[src/rtl/spi_stall_pkg.sv]
package spi_stall_pkg;

    localparam int HOST_W = 32;

    localparam int CTRL_EN_BIT   = 0;
    localparam int CTRL_CPOL_BIT = 1;
    localparam int CTRL_CPHA_BIT = 2;
    localparam int CTRL_MODE_LSB = 3;
    localparam int CTRL_DIV_LSB  = 8;

    localparam int STAT_TXF_BIT  = 0;
    localparam int STAT_RXF_BIT  = 1;

    typedef enum logic [1:0] {
        MODE_RXREAD  = 2'b00,
        MODE_TXWRITE = 2'b01,
        MODE_RSV2    = 2'b10,
        MODE_RSV3    = 2'b11
    } xfer_mode_e;

    typedef enum logic [1:0] {
        REG_CTRL = 2'd0,
        REG_STAT = 2'd1,
        REG_TXD  = 2'd2,
        REG_RXD  = 2'd3
    } reg_addr_e;

    typedef enum logic {
        SH_WAIT = 1'b0,
        SH_RUN  = 1'b1
    } sh_state_e;

    typedef struct packed {
        logic       en;
        logic       cpol;
        logic       cpha;
        xfer_mode_e mode;
    } spi_cfg_t;

    // Decides whether a new word may begin at a boundary.
    function automatic logic start_allowed(xfer_mode_e m, logic txf, logic rxf);
        case (m)
            MODE_TXWRITE: return txf;
            MODE_RXREAD:  return !rxf;
            default:      return 1'b0;
        endcase
    endfunction

endpackage

[src/rtl/spi_clkdiv.sv]
module spi_clkdiv #(
    parameter int DIV_W = 8
) (
    input  logic             clk,
    input  logic             rst,
    input  logic             run,
    input  logic [DIV_W-1:0] div,
    output logic             tick
);

    logic [DIV_W-1:0] cnt;
    logic [DIV_W-1:0] lim;

    // A divider of zero is treated as one.
    always_comb begin
        if (div == '0) lim = '0;
        else           lim = div - 1'b1;
    end

    always_ff @(posedge clk) begin
        if (rst || !run)     cnt <= '0;
        else if (cnt >= lim) cnt <= '0;
        else                 cnt <= cnt + 1'b1;
    end

    assign tick = run && (cnt >= lim);

    a_r5_tick_spacing: assert property (@(posedge clk) disable iff (rst)
        (tick && lim != '0) |=> !tick);

endmodule

[src/rtl/spi_shifter.sv]
module spi_shifter
    import spi_stall_pkg::*;
#(
    parameter int DATA_W = 8
) (
    input  logic              clk,
    input  logic              rst,
    input  logic              en,
    input  logic              cpol,
    input  logic              cpha,
    input  logic              go,
    input  logic              tick,
    input  logic [DATA_W-1:0] tx_word,
    input  logic              miso,
    output logic              load,
    output logic              done,
    output logic              run,
    output logic [DATA_W-1:0] rx_word,
    output logic              sclk,
    output logic              mosi,
    output logic              ss_n
);

    localparam int EDGES  = 2 * DATA_W;
    localparam int EDGE_W = $clog2(EDGES);
    localparam logic [EDGE_W-1:0] LAST_EDGE = EDGE_W'(EDGES - 1);

    sh_state_e         state;
    logic [EDGE_W-1:0] edge_cnt;
    logic              lvl;
    logic [DATA_W-1:0] shreg;
    logic              samp;
    logic              ss_q;
    logic              lead;
    logic              last;

    assign lead = !lvl;
    assign last = (edge_cnt == LAST_EDGE);
    assign run  = (state == SH_RUN);
    assign load = en && (state == SH_WAIT) && go;
    assign done = run && tick && last;

    always_ff @(posedge clk) begin
        if (rst || !en) begin
            state    <= SH_WAIT;
            edge_cnt <= '0;
            lvl      <= 1'b0;
            shreg    <= '0;
            samp     <= 1'b0;
            ss_q     <= 1'b1;
        end else begin
            case (state)
                SH_WAIT: begin
                    if (go) begin
                        shreg    <= tx_word;
                        edge_cnt <= '0;
                        lvl      <= 1'b0;
                        ss_q     <= 1'b0;
                        state    <= SH_RUN;
                    end
                end
                SH_RUN: begin
                    if (tick) begin
                        lvl      <= !lvl;
                        edge_cnt <= last ? '0 : edge_cnt + 1'b1;
                        if (last) state <= SH_WAIT;
                        if (!cpha) begin
                            if (lead)       samp  <= miso;
                            else if (!last) shreg <= {shreg[DATA_W-2:0], samp};
                        end else begin
                            if (lead && edge_cnt != '0) shreg <= {shreg[DATA_W-2:0], samp};
                            else if (!lead)             samp  <= miso;
                        end
                    end
                end
                default: state <= SH_WAIT;
            endcase
        end
    end

    assign rx_word = cpha ? {shreg[DATA_W-2:0], miso} : {shreg[DATA_W-2:0], samp};
    assign sclk    = cpol ^ lvl;
    assign mosi    = shreg[DATA_W-1];
    assign ss_n    = ss_q;

    a_r12_ss_low_in_word: assert property (@(posedge clk) disable iff (rst)
        (state == SH_RUN) |-> !ss_n);

    a_r4_sclk_idle_at_boundary: assert property (@(posedge clk) disable iff (rst)
        (state == SH_WAIT) |-> (sclk == cpol));

    a_r1_disable_idles: assert property (@(posedge clk) disable iff (rst)
        !en |=> (ss_n && state == SH_WAIT));

    a_r7_mosi_hold_in_stall: assert property (@(posedge clk) disable iff (rst)
        (en && state == SH_WAIT && !go) |=> $stable(mosi));

endmodule

[src/rtl/spi_regif.sv]
module spi_regif
    import spi_stall_pkg::*;
#(
    parameter int DATA_W = 8,
    parameter int DIV_W  = 8
) (
    input  logic              clk,
    input  logic              rst,
    input  logic              host_we,
    input  logic              host_re,
    input  logic [1:0]        host_addr,
    input  logic [HOST_W-1:0] host_wdata,
    output logic [HOST_W-1:0] host_rdata,
    input  logic              load,
    input  logic              done,
    input  logic [DATA_W-1:0] rx_word,
    output spi_cfg_t          cfg,
    output logic [DIV_W-1:0]  div,
    output logic [DATA_W-1:0] tx_word,
    output logic              tx_full,
    output logic              rx_full
);

    reg_addr_e         sel;
    logic              wr_ctrl;
    logic              wr_tx;
    logic              rd_rx;
    logic [DATA_W-1:0] rx_data;
    logic [HOST_W-1:0] rx_ext;
    logic [HOST_W-1:0] ctrl_ext;
    logic [HOST_W-1:0] stat_ext;

    assign sel     = reg_addr_e'(host_addr);
    assign wr_ctrl = host_we && (sel == REG_CTRL);
    assign wr_tx   = host_we && (sel == REG_TXD);
    assign rd_rx   = host_re && (sel == REG_RXD);

    always_ff @(posedge clk) begin
        if (rst) begin
            cfg <= '0;
            div <= '0;
        end else if (wr_ctrl) begin
            cfg.en   <= host_wdata[CTRL_EN_BIT];
            cfg.cpol <= host_wdata[CTRL_CPOL_BIT];
            cfg.cpha <= host_wdata[CTRL_CPHA_BIT];
            cfg.mode <= xfer_mode_e'(host_wdata[CTRL_MODE_LSB +: 2]);
            div      <= host_wdata[CTRL_DIV_LSB +: DIV_W];
        end
    end

    // Transmit holding register: host write wins over a same-cycle load.
    always_ff @(posedge clk) begin
        if (rst || !cfg.en) tx_full <= 1'b0;
        else if (wr_tx)     tx_full <= 1'b1;
        else if (load)      tx_full <= 1'b0;
    end

    always_ff @(posedge clk) begin
        if (rst)                    tx_word <= '0;
        else if (cfg.en && wr_tx)   tx_word <= host_wdata[DATA_W-1:0];
    end

    // Receive holding register: a completed word wins over a same-cycle read.
    always_ff @(posedge clk) begin
        if (rst || !cfg.en) rx_full <= 1'b0;
        else if (done)      rx_full <= 1'b1;
        else if (rd_rx)     rx_full <= 1'b0;
    end

    always_ff @(posedge clk) begin
        if (rst)                  rx_data <= '0;
        else if (cfg.en && done)  rx_data <= rx_word;
    end

    generate
        if (DATA_W < HOST_W) begin : g_pad
            assign rx_ext = {{(HOST_W-DATA_W){1'b0}}, rx_data};
        end else begin : g_full
            assign rx_ext = rx_data[HOST_W-1:0];
        end
    endgenerate

    always_comb begin
        ctrl_ext = '0;
        ctrl_ext[CTRL_EN_BIT]              = cfg.en;
        ctrl_ext[CTRL_CPOL_BIT]            = cfg.cpol;
        ctrl_ext[CTRL_CPHA_BIT]            = cfg.cpha;
        ctrl_ext[CTRL_MODE_LSB +: 2]       = cfg.mode;
        ctrl_ext[CTRL_DIV_LSB +: DIV_W]    = div;
        stat_ext = '0;
        stat_ext[STAT_TXF_BIT]             = tx_full;
        stat_ext[STAT_RXF_BIT]             = rx_full;
    end

    always_comb begin
        case (sel)
            REG_CTRL: host_rdata = ctrl_ext;
            REG_STAT: host_rdata = stat_ext;
            REG_RXD:  host_rdata = rx_ext;
            default:  host_rdata = '0;
        endcase
    end

    a_r6_load_empties_tx: assert property (@(posedge clk) disable iff (rst)
        (cfg.en && load && !wr_tx) |=> !tx_full);

    a_r9_write_replaces_tx: assert property (@(posedge clk) disable iff (rst)
        (cfg.en && wr_tx) |=> (tx_full && tx_word == $past(host_wdata[DATA_W-1:0])));

    a_r8_done_fills_rx: assert property (@(posedge clk) disable iff (rst)
        (cfg.en && done) |=> rx_full);

    a_r10_empty_read_no_flag: assert property (@(posedge clk) disable iff (rst)
        (rd_rx && !rx_full && !done) |=> !rx_full);

endmodule

[src/rtl/spi_stall_master.sv]
module spi_stall_master
    import spi_stall_pkg::*;
#(
    parameter int DATA_W = 8,
    parameter int DIV_W  = 8
) (
    input  logic        clk,
    input  logic        rst,
    input  logic        host_we,
    input  logic        host_re,
    input  logic [1:0]  host_addr,
    input  logic [31:0] host_wdata,
    output logic [31:0] host_rdata,
    output logic        tx_full,
    output logic        rx_full,
    output logic        sclk,
    output logic        mosi,
    input  logic        miso,
    output logic        ss_n
);

    spi_cfg_t          cfg;
    logic [DIV_W-1:0]  div;
    logic [DATA_W-1:0] tx_word;
    logic [DATA_W-1:0] rx_word;
    logic              load;
    logic              done;
    logic              run;
    logic              tick;
    logic              go;

    assign go = start_allowed(cfg.mode, tx_full, rx_full);

    spi_regif #(.DATA_W(DATA_W), .DIV_W(DIV_W)) u_regif (
        .clk        (clk),
        .rst        (rst),
        .host_we    (host_we),
        .host_re    (host_re),
        .host_addr  (host_addr),
        .host_wdata (host_wdata),
        .host_rdata (host_rdata),
        .load       (load),
        .done       (done),
        .rx_word    (rx_word),
        .cfg        (cfg),
        .div        (div),
        .tx_word    (tx_word),
        .tx_full    (tx_full),
        .rx_full    (rx_full)
    );

    spi_clkdiv #(.DIV_W(DIV_W)) u_clkdiv (
        .clk  (clk),
        .rst  (rst),
        .run  (run),
        .div  (div),
        .tick (tick)
    );

    spi_shifter #(.DATA_W(DATA_W)) u_shifter (
        .clk     (clk),
        .rst     (rst),
        .en      (cfg.en),
        .cpol    (cfg.cpol),
        .cpha    (cfg.cpha),
        .go      (go),
        .tick    (tick),
        .tx_word (tx_word),
        .miso    (miso),
        .load    (load),
        .done    (done),
        .run     (run),
        .rx_word (rx_word),
        .sclk    (sclk),
        .mosi    (mosi),
        .ss_n    (ss_n)
    );

    a_r11_reserved_mode_idle: assert property (@(posedge clk) disable iff (rst)
        (cfg.mode == MODE_RSV2 || cfg.mode == MODE_RSV3) |-> !load);

endmodule

[config.mk]
export PLATFORM = sky130hd
export DESIGN_NAME = spi_stall_master
export DESIGN_NICKNAME = d
export VERILOG_FILES = /design/src/rtl/spi_stall_pkg.sv /design/src/rtl/spi_clkdiv.sv /design/src/rtl/spi_shifter.sv /design/src/rtl/spi_regif.sv /design/src/rtl/spi_stall_master.sv
export SDC_FILE = /design/constraint.sdc
export NUM_CORES = 1
export LEC_CHECK = 0
export BUFFER_PORTS_ARGS = -buffer_cell sky130_fd_sc_hd__buf_2
export CAP_MARGIN = 30
export CORE_AREA = 2 2 90 92
export CTS_CLUSTER_SIZE = 16
export DETAILED_ROUTE_END_ITERATION = 8
export DIE_AREA = 0 0 92 94
export PLACE_DENSITY = 0.59
export SLEW_MARGIN = 15
export SYNTH_ARGS = -nofsm -noshare
export SYNTH_HDL_FRONTEND = slang
export SYNTH_SLANG_ARGS = --single-unit
[constraint.sdc]
create_clock -name clk -period 4.1 [get_ports clk]
set_input_delay 0.41 -clock clk [delete_from_list [all_inputs] [get_ports clk]]
set_output_delay 0.41 -clock clk [all_outputs]
set_load 0.05 [all_outputs]
; After elaboration in Yosys (flattened, before gate mapping)
; Index checks and enable logic that the tools add are counted.
[totals]
reg_bits = 55
wordCells = 93
output_inout_bits = 37
input_bits = 39
[op_classes]
eq_ne = 13
n_mux = 30
n_lt_le_gt_ge = 1
bitwise = 2
n_reduce_logical = 28
n_addsub = 3
[ops]
columns = cell, n
row1 = $mux 8, 7
row2 = $pmux 16 s3, 1
row3 = $pmux 8 s2, 1
row4 = $mux 1, 14
row5 = $mux 4, 3
row6 = $logic_and 1x1->1, 11
row7 = $reduce_and 5->1, 2
row8 = $ne 3x3->1 const B, 3
row9 = $add 8x1->8 const B, 1
row10 = $ge 8x8->1, 1
row11 = $logic_not 8->1, 1
row12 = $pmux 4 s2, 1
row13 = $sub 8x1->8 const B, 1
row14 = $ne 2x1->1 const B, 3
row15 = $pmux 1 s2, 3
row16 = $add 4x1->4 const B, 1
row17 = $eq 2x1->1 const B, 2
row18 = $eq 2x2->1 const B, 2
row19 = $eq 4x4->1 const B, 1
row20 = $logic_not 1->1, 4
row21 = $logic_not 2->1, 2
row22 = $ne 2x2->1 const B, 2
row23 = $reduce_and 2->1, 2
row24 = $reduce_bool 2->1, 2
row25 = 5 further kinds, 6

; Logic depth before layout (Yosys ltp)
; Gate-level depths: netlist of the first run.
[logic_depth]
ltp_word = 7
ltp_mapped = 14
mapped_depth_nobuf = 12

; Cells and area by module
; Synthesis of the first run repeated with hierarchy kept, for this count alone.
[hier_totals]
hier_cells = 351
hier_area_um2 = 3224.3
[by_module_without_submodules]
columns = module, n_inst, cells_per_inst, area_per_inst_um2
row1 = spi_regif, 1, 173, 1649.1
row2 = spi_shifter, 1, 99, 864.6
row3 = spi_clkdiv, 1, 76, 691.9
row4 = spi_stall_master, 1, 3, 18.8

; Worst setup path before layout of the first run
; OpenSTA, ideal clock, no wires.
[synth_path]
path_type = flip-flop to flip-flop
from = reg u_regif.div[0]
to = reg u_shifter.shreg[6]
stages_incl_launch_ff = 15
setup_ns = 0.132
arrival_time_ns = 3.135
required_time_ns = 3.968
path_slack_ns = 0.833
cell_sequence = dfxtp_1 inv_1 ha_1 nand2_1 or3_1 or3_1 and2_1 ha_1 nand2b_1 a2111o_1 a31o_1 buf_2 buf_2 o211ai_1 a21oi_1
[synth_between]
elab_chain_cells = 6
[synth_lines]
columns = element, line_no
row1 = "start, declared", spi_regif.sv:18  ; output logic [DIV_W-1:0] div,
row2 = "start signal, assigned", spi_regif.sv:47  ; div <= host_wdata[CTRL_DIV_LSB +: DIV_W];
row3 = $sub 8x1->8 / $logic_not 8->1 (equally long branches), "spi_clkdiv.sv:17, spi_clkdiv.sv:16"
row4 = $mux 8 (*), spi_clkdiv.sv:16  ; if (div == '0) lim = '0;
row5 = $ge 8x8->1 (*), spi_clkdiv.sv:26  ; assign tick = run && (cnt >= lim);
row6 = $logic_and 1x1->1 (*), spi_clkdiv.sv:26
row7 = $ne 2x1->1 (no line) (*), --
row8 = $reduce_and 5->1 (no line) (*), --
row9 = "end signal, assigned", spi_shifter.sv:55  ; shreg <= tx_word;
row10 = "end signal, assigned", spi_shifter.sv:69  ; else if (!last) shreg <= {shreg[DATA_W-2:0], samp};
row11 = "end signal, assigned", spi_shifter.sv:71  ; if (lead && edge_cnt != '0) shreg <= {shreg[DATA_W-2:0], samp};
row12 = "end, declared", spi_shifter.sv:31  ; logic [DATA_W-1:0] shreg;
; Mark *: on every way between the ends. The rest lies on a longest branch, timed or not.
; A chain may end at the register's enable or synchronous reset.

; Worst setup path after layout of the first run
[layout_path]
from = reg u_regif.div[0]
to = reg u_clkdiv.cnt[7]
[layout_between]
elab_chain_cells = 4
[layout_lines]
columns = element, line_no
row1 = $sub 8x1->8 / $logic_not 8->1 (equally long branches), "spi_clkdiv.sv:17, spi_clkdiv.sv:16"
row2 = $mux 8 (*), spi_clkdiv.sv:16
row3 = $ge 8x8->1 (*), spi_clkdiv.sv:22  ; else if (cnt >= lim) cnt <= '0;
row4 = $reduce_or 2->1 (no line) (*), --
row5 = "end signal, assigned", spi_clkdiv.sv:23  ; else cnt <= cnt + 1'b1;
row6 = "end, declared", spi_clkdiv.sv:11  ; logic [DIV_W-1:0] cnt;
; Marks and branches as above.

==> summary.txt, run 1 <==
Worst EP required: 4.36 ns
post-route cell area: 3280 µm²
CTS Sinks: 55
pin count of the biggest net entering global routing: 33
Worst Setup Start Kind: flop
hold path startpoint: host_wdata[7]
final slew viol count: 0
Top Ports: 76
highest-delay cell along the critical path: or4_1
final wirelength: 7.25 mm
Final Hold Fails: 0
#FFs+latches synth: 55
Synth Flop Type: dfxtp_1
sequential power share: 51.9%
Worst EP arrival: 3.84 ns
register area: 1100 µm²
Max VDD drop: 0.172 mV
crit path time final: 3.59 ns
post-CTS sizing: 0
Inst Count DP: 491
Ant. Diodes: 0
LEAKAGE: 0.00129 µW
EDFF count, synth: 0
PortBufs: 43
final cell count without fillers: 499
endpoint class of the critical path: flop
# DRC: 0
switching power: 315 µW
Hold Buf Count CTS: 0
clk buf depth: 2
status: completed
Reg2Reg Depth: 12
Post-Synthesis Cells: 365
chip width: 92 µm
reg-to-reg startpoint: u_regif.div[0]
die height: 94 µm
initial antenna violation count: 0
measured slew at the worst slew-check pin: 0.782 ns
crit-path max cell delay: 0.61 ns
library cells used by synthesis: 45
skew final: 0.00507 ns
Setup crit start: u_regif.div[0]
wire per inst: 14.5 µm
antenna-violating nets left: 0
Starting Density: 39.0%
highest clock rate: 279 MHz
first-pass GRT wire length: 12.3 mm
synthesis-to-layout area growth: 10.8%
P_int: 738 µW
nets: 447
vias in the first global route: 2524
CTS buffer count: 5
Mapped Area: 2960 µm²
Avg Vias per Cell: 5.19
Placed Area: 3180 µm²
clk_lat worst skew: 0.31 ns
max_slew headroom: 47.8%
MaxCap Viol Count: 0
pwr dens: 321 nW/µm²
clock transition at the registers of the reported paths: 0.10 ns
Hold WC Path Type: in -> reg
Hold Path Sink: u_regif.tx_word[7]
core area: 7610 µm²
area occupied by multi-input gates: 1680 µm²
Gate power share: 16.4%
die area: 8650 µm²
worst-path cell chain: inv_1, ha_1, nand2_1, or3_1, or3_1, and2_1, ha_1, nand2b_1, a2111o_1, and3_1, or4_1, nor2_2
DP HPWL: 5.17 mm
critical path class: reg -> reg
Syn Area/Cell: 8.12 µm²
Sw Share: 29.9%
DRT iter0 DRCs: 175
setup violators final: 0
Total GRT Usage: 17.7%
share of layout cells above drive strength 1: 17.9%
Max FO, Critical Path: 8
Async SR Flop Fraction: 0%
Fillers: 804
DR vias: 2592
synth warn: 0
root buf cell: clkbuf_8
sequential share of the synthesized area: 37.1%
CTS H-tree lvls: 2
fin crit share: 87.5%
Congestion Overflow GR: 0
final setup TNS: 0 ns
postcts setup bufs: 0
Placer Congestion: 0.784
Clk pwr share: 31.8%
Core Rows: 32
CTS tree: built
RSZ-0062 raised after global routing: false
r2r setup slk: 0.51 ns
worst r2r dst: u_clkdiv.cnt[7]
drt first pass iters: 4
Hold Path Depth: 3
## critical path, delay by kind of cell, from the launching register on
family / cells / cell delay (ns)
AND/OR/NAND/NOR: 8 / 2.16
AO/OA/AOI/OAI: 1 / 0.47
adder cells (fa/ha/maj): 2 / 0.46
flip-flops: 1 / 0.33
buffers and inverters: 1 / 0.11
## synth_stat cells, drive strengths merged (9+ instances only)
master | count | area share [%]
xor2 | 9 | 2.7
and2 | 9 | 1.9
a21oi | 47 | 7.9
nand2 | 57 | 7.2
nor2 | 17 | 2.7
clkbuf | 13 | 1.6
buf | 24 | 5.3
o211ai | 17 | 4.3
ha | 12 | 5.1
nand3 | 19 | 3.2
dfxtp | 55 | 37
o21ai | 13 | 2.2
## cells in the final DEF (no fill, tap or decap), types with 4 or more instances in the layout
cell      Yosys  routed
inv_1         8       8
dfxtp_1      55      55
a21oi_1      47      47
nand2b_1      5       5
conb_1        1      16
o31ai_1       5       5
nand2_1      57      57
and3_1        8       8
and2_1        8       8
buf_2         6      43
o211ai_1     17      17
xor2_1        9       9
ha_1         12      12
nor2_1       11      11
mux2_2        8       8
nor2_2        6       6
clkbuf_8      0       7
nand3_1      19      19
nor3_1        4       4
o21ai_0      10      10
## power groups by stage
stage | logic (µW) | registers [µW] | clock network, µW
after floorplan | 144 | 556 | 0
after global placement | 167 | 559 | 0
after detailed placement | 171 | 559 | 0
after CTS | 171 | 546 | 341
after global routing | 189 | 547 | 360
final | 172 | 546 | 335
## registers in the layout, summed over array words and instances (netlist names)
signal              flops
u_clkdiv.cnt            8
u_regif.cfg             5
u_regif.div             8
u_regif.rx_data         8
u_regif.rx_full         1
u_regif.tx_full         1
u_regif.tx_word         8
u_shifter.edge_cnt      4
u_shifter.lvl           1
u_shifter.run           1
u_shifter.samp          1
u_shifter.shreg         8
u_shifter.ss_n          1
## through the flow
step                      util [%]  total power [µW]  hold WS [ns]  setup WS [ns]
after CTS                     43.2              1060         0.321          0.493
after global routing          43.2              1100         0.318          0.283
after global placement        41.7               726         0.432          0.599
after detailed placement      41.8               729         0.442          0.524
final                         43.2              1050         0.322          0.513
after floorplan                  -               701         0.426          0.833
## cell type report
| class | instances | area share [%] |
|---|---|---|
| clock buffers | 7 | 2.93 |
| flip-flops and latches | 55 | 33.5 |
| inverters | 8 | 0.915 |
| clock inverters | 1 | 0.229 |
| multi-input cells | 280 | 51.3 |
| repair buffers | 46 | 7.24 |
| well taps | 102 | 3.89 |
## cell families after synthesis
kind of cell / Yosys count / synth area share [%]
compound gates: 95 / 19.7
mux: 11 / 4.05
other cells: 1 / 0.127
simple gates: 134 / 22.4
flops: 55 / 37.1
xor+xnor: 12 / 3.55
buf+inv: 45 / 7.98
fa+ha+maj: 12 / 5.07
## per-layer routing
layer	track usage [%]	up-vias	part of all wire, %
met5	0	-	0
met4	6.47	0	1.7
met3	2.81	11	4.6
met2	30.1	62	48
met1	22.7	1211	46
li1	-	1308	-
## worst max-delay path by stage
stage                               to  slack (ns)  depth (start not counted)
floorplan           u_shifter.shreg[6]        0.83                         14
global placement       u_clkdiv.cnt[5]        0.60                         12
detailed placement     u_clkdiv.cnt[3]        0.52                         12
CTS                    u_clkdiv.cnt[3]        0.49                         12
global route           u_clkdiv.cnt[7]        0.28                         12
finish                 u_clkdiv.cnt[7]        0.51                         12
No activity file was read; power rests on OpenSTA's default activity.
==> run 2, diff against run 1 <==
clock period = 3.8 ns   (was 4.1 ns; I/O delays follow)
==> summary.txt, run 2 (synthesis gave the netlist of run 1 again) <==
die height: 94 µm
drt first pass iters: 4
Max VDD drop: 0.173 mV
crit path time final: 3.57 ns
core area: 7610 µm²
root buf cell: clkbuf_8
Worst Setup Start Kind: flop
clock transition at the registers of the reported paths: 0.11 ns
Placer Congestion: 0.796
Max FO, Critical Path: 18
fin crit share: 94.0%
measured slew at the worst slew-check pin: 0.754 ns
Clk pwr share: 30.3%
skew final: 0.0104 ns
MaxCap Viol Count: 0
final setup TNS: 0 ns
CTS H-tree lvls: 2
Final Hold Fails: 0
Fillers: 812
PortBufs: 43
Worst EP required: 3.98 ns
pin count of the biggest net entering global routing: 33
CTS tree: built
die area: 8650 µm²
switching power: 350 µW
Avg Vias per Cell: 5.24
# DRC: 0
RSZ-0062 raised after global routing: false
final slew viol count: 0
Hold Buf Count CTS: 0
critical path class: reg -> reg
max_slew headroom: 49.7%
Total GRT Usage: 17.5%
Worst EP arrival: 3.75 ns
P_int: 762 µW
Congestion Overflow GR: 0
DP HPWL: 5.20 mm
CTS Sinks: 55
DR vias: 2613
CTS buffer count: 5
chip width: 92 µm
initial antenna violation count: 0
DRT iter0 DRCs: 149
nets: 447
most common cell after layout, fill and taps aside: nand2_1
LEAKAGE: 0.00129 µW
antenna-violating nets left: 0
highest clock rate: 280 MHz
clk buf depth: 2
Fin Hold WS: 0.288 ns
pwr dens: 340 nW/µm²
clk_lat worst skew: 0.32 ns
endpoint class of the critical path: flop
status: completed
vias in the first global route: 2532
Starting Density: 39.0%
first-pass GRT wire length: 12.2 mm
sequential power share: 53.0%
Inst Count DP: 491
wire per inst: 14.5 µm
Core Rows: 32
final wirelength: 7.23 mm
share of layout cells above drive strength 1: 18.1%
most frequent cells in the layout: nand2_1 (57), dfxtp_1 (55), a21oi_1 (47)
synthesis-to-layout area growth: 10.5%
Ant. Diodes: 0
Hold WC Path Type: in -> reg
Gate power share: 16.7%
Sw Share: 31.5%
setup violators final: 0
Top Ports: 76
final cell count without fillers: 499
[run 2: area by class of cell]
type                    count  area (µm²)  share of cell area [%]
clock buffers               5        68.8                    2.10
clock inverters             3        23.8                   0.726
inverters                   8        30.0                   0.917
multi-input cells         280        1690                    51.5
flip-flops and latches     55        1100                    33.6
well taps                 102         128                    3.90
repair buffers             46         238                    7.26
[run 2: what timing repair did]
action,4_1_cts,5_1_grt
setup endpoints to repair,0,4
buffers inserted,0,0
gates resized for setup,0,1
[run 2: final timing paths]
kind                                     start                  to  slack (ns)  cells after the start
worst max-delay path            u_regif.div[0]  u_shifter.shreg[3]        0.23                     12
worst min-delay path             host_wdata[5]  u_regif.tx_word[5]        0.29                      3
worst max register to register  u_regif.div[0]  u_shifter.shreg[3]        0.23                     12
worst min register to register  u_shifter.ss_n      u_shifter.ss_n        0.45                      2
[run 2: power by group through the flow]
stage / clock, µW / sequential, µW / combinational [µW]
3_3_place_gp: 0 / 603 / 180
5_1_grt: 363 / 591 / 203
6_report: 337 / 589 / 186
2_1_floorplan: 0 / 600 / 156
4_1_cts: 347 / 590 / 185
3_5_place_dp: 0 / 603 / 184
[run 2: layer usage]
metal / vias up / share of wire, % / track usage [%] / routed length [µm]
li1: 1305 / - / - / -
met1: 1227 / 46 / 22.4 / 3340
met2: 67 / 48 / 30.3 / 3460
met3: 14 / 4.2 / 2.73 / 304
met4: 0 / 1.7 / 5.72 / 121
met5: - / 0 / 0 / 0
[run 2: metrics by stage]
| stage | setup WS (ns) | utilization, % | power [µW] | area (µm²) |
|---|---|---|---|---|
| after CTS | 0.176 | 43.0 | 1120 | 3270 |
| after global placement | 0.301 | 41.8 | 783 | 3180 |
| after floorplan | 0.533 | - | 756 | 3020 |
| after detailed placement | 0.213 | 41.8 | 787 | 3180 |
| final | 0.227 | 43.1 | 1110 | 3280 |
| after global routing | 0.0167 | 43.1 | 1160 | 3280 |
[run 2: critical path, cell delays in order, from the launching register on]
cell and delay (ns):
dfxtp_1 0.33, inv_1 0.13, ha_1 0.20, nand2_1 0.08, or3_1 0.36, or3_1 0.42
and2_1 0.20, ha_1 0.26, nand2b_1 0.15, a2111o_1 0.47, a31o_1 0.47, o211ai_1 0.29
a21oi_1 0.10
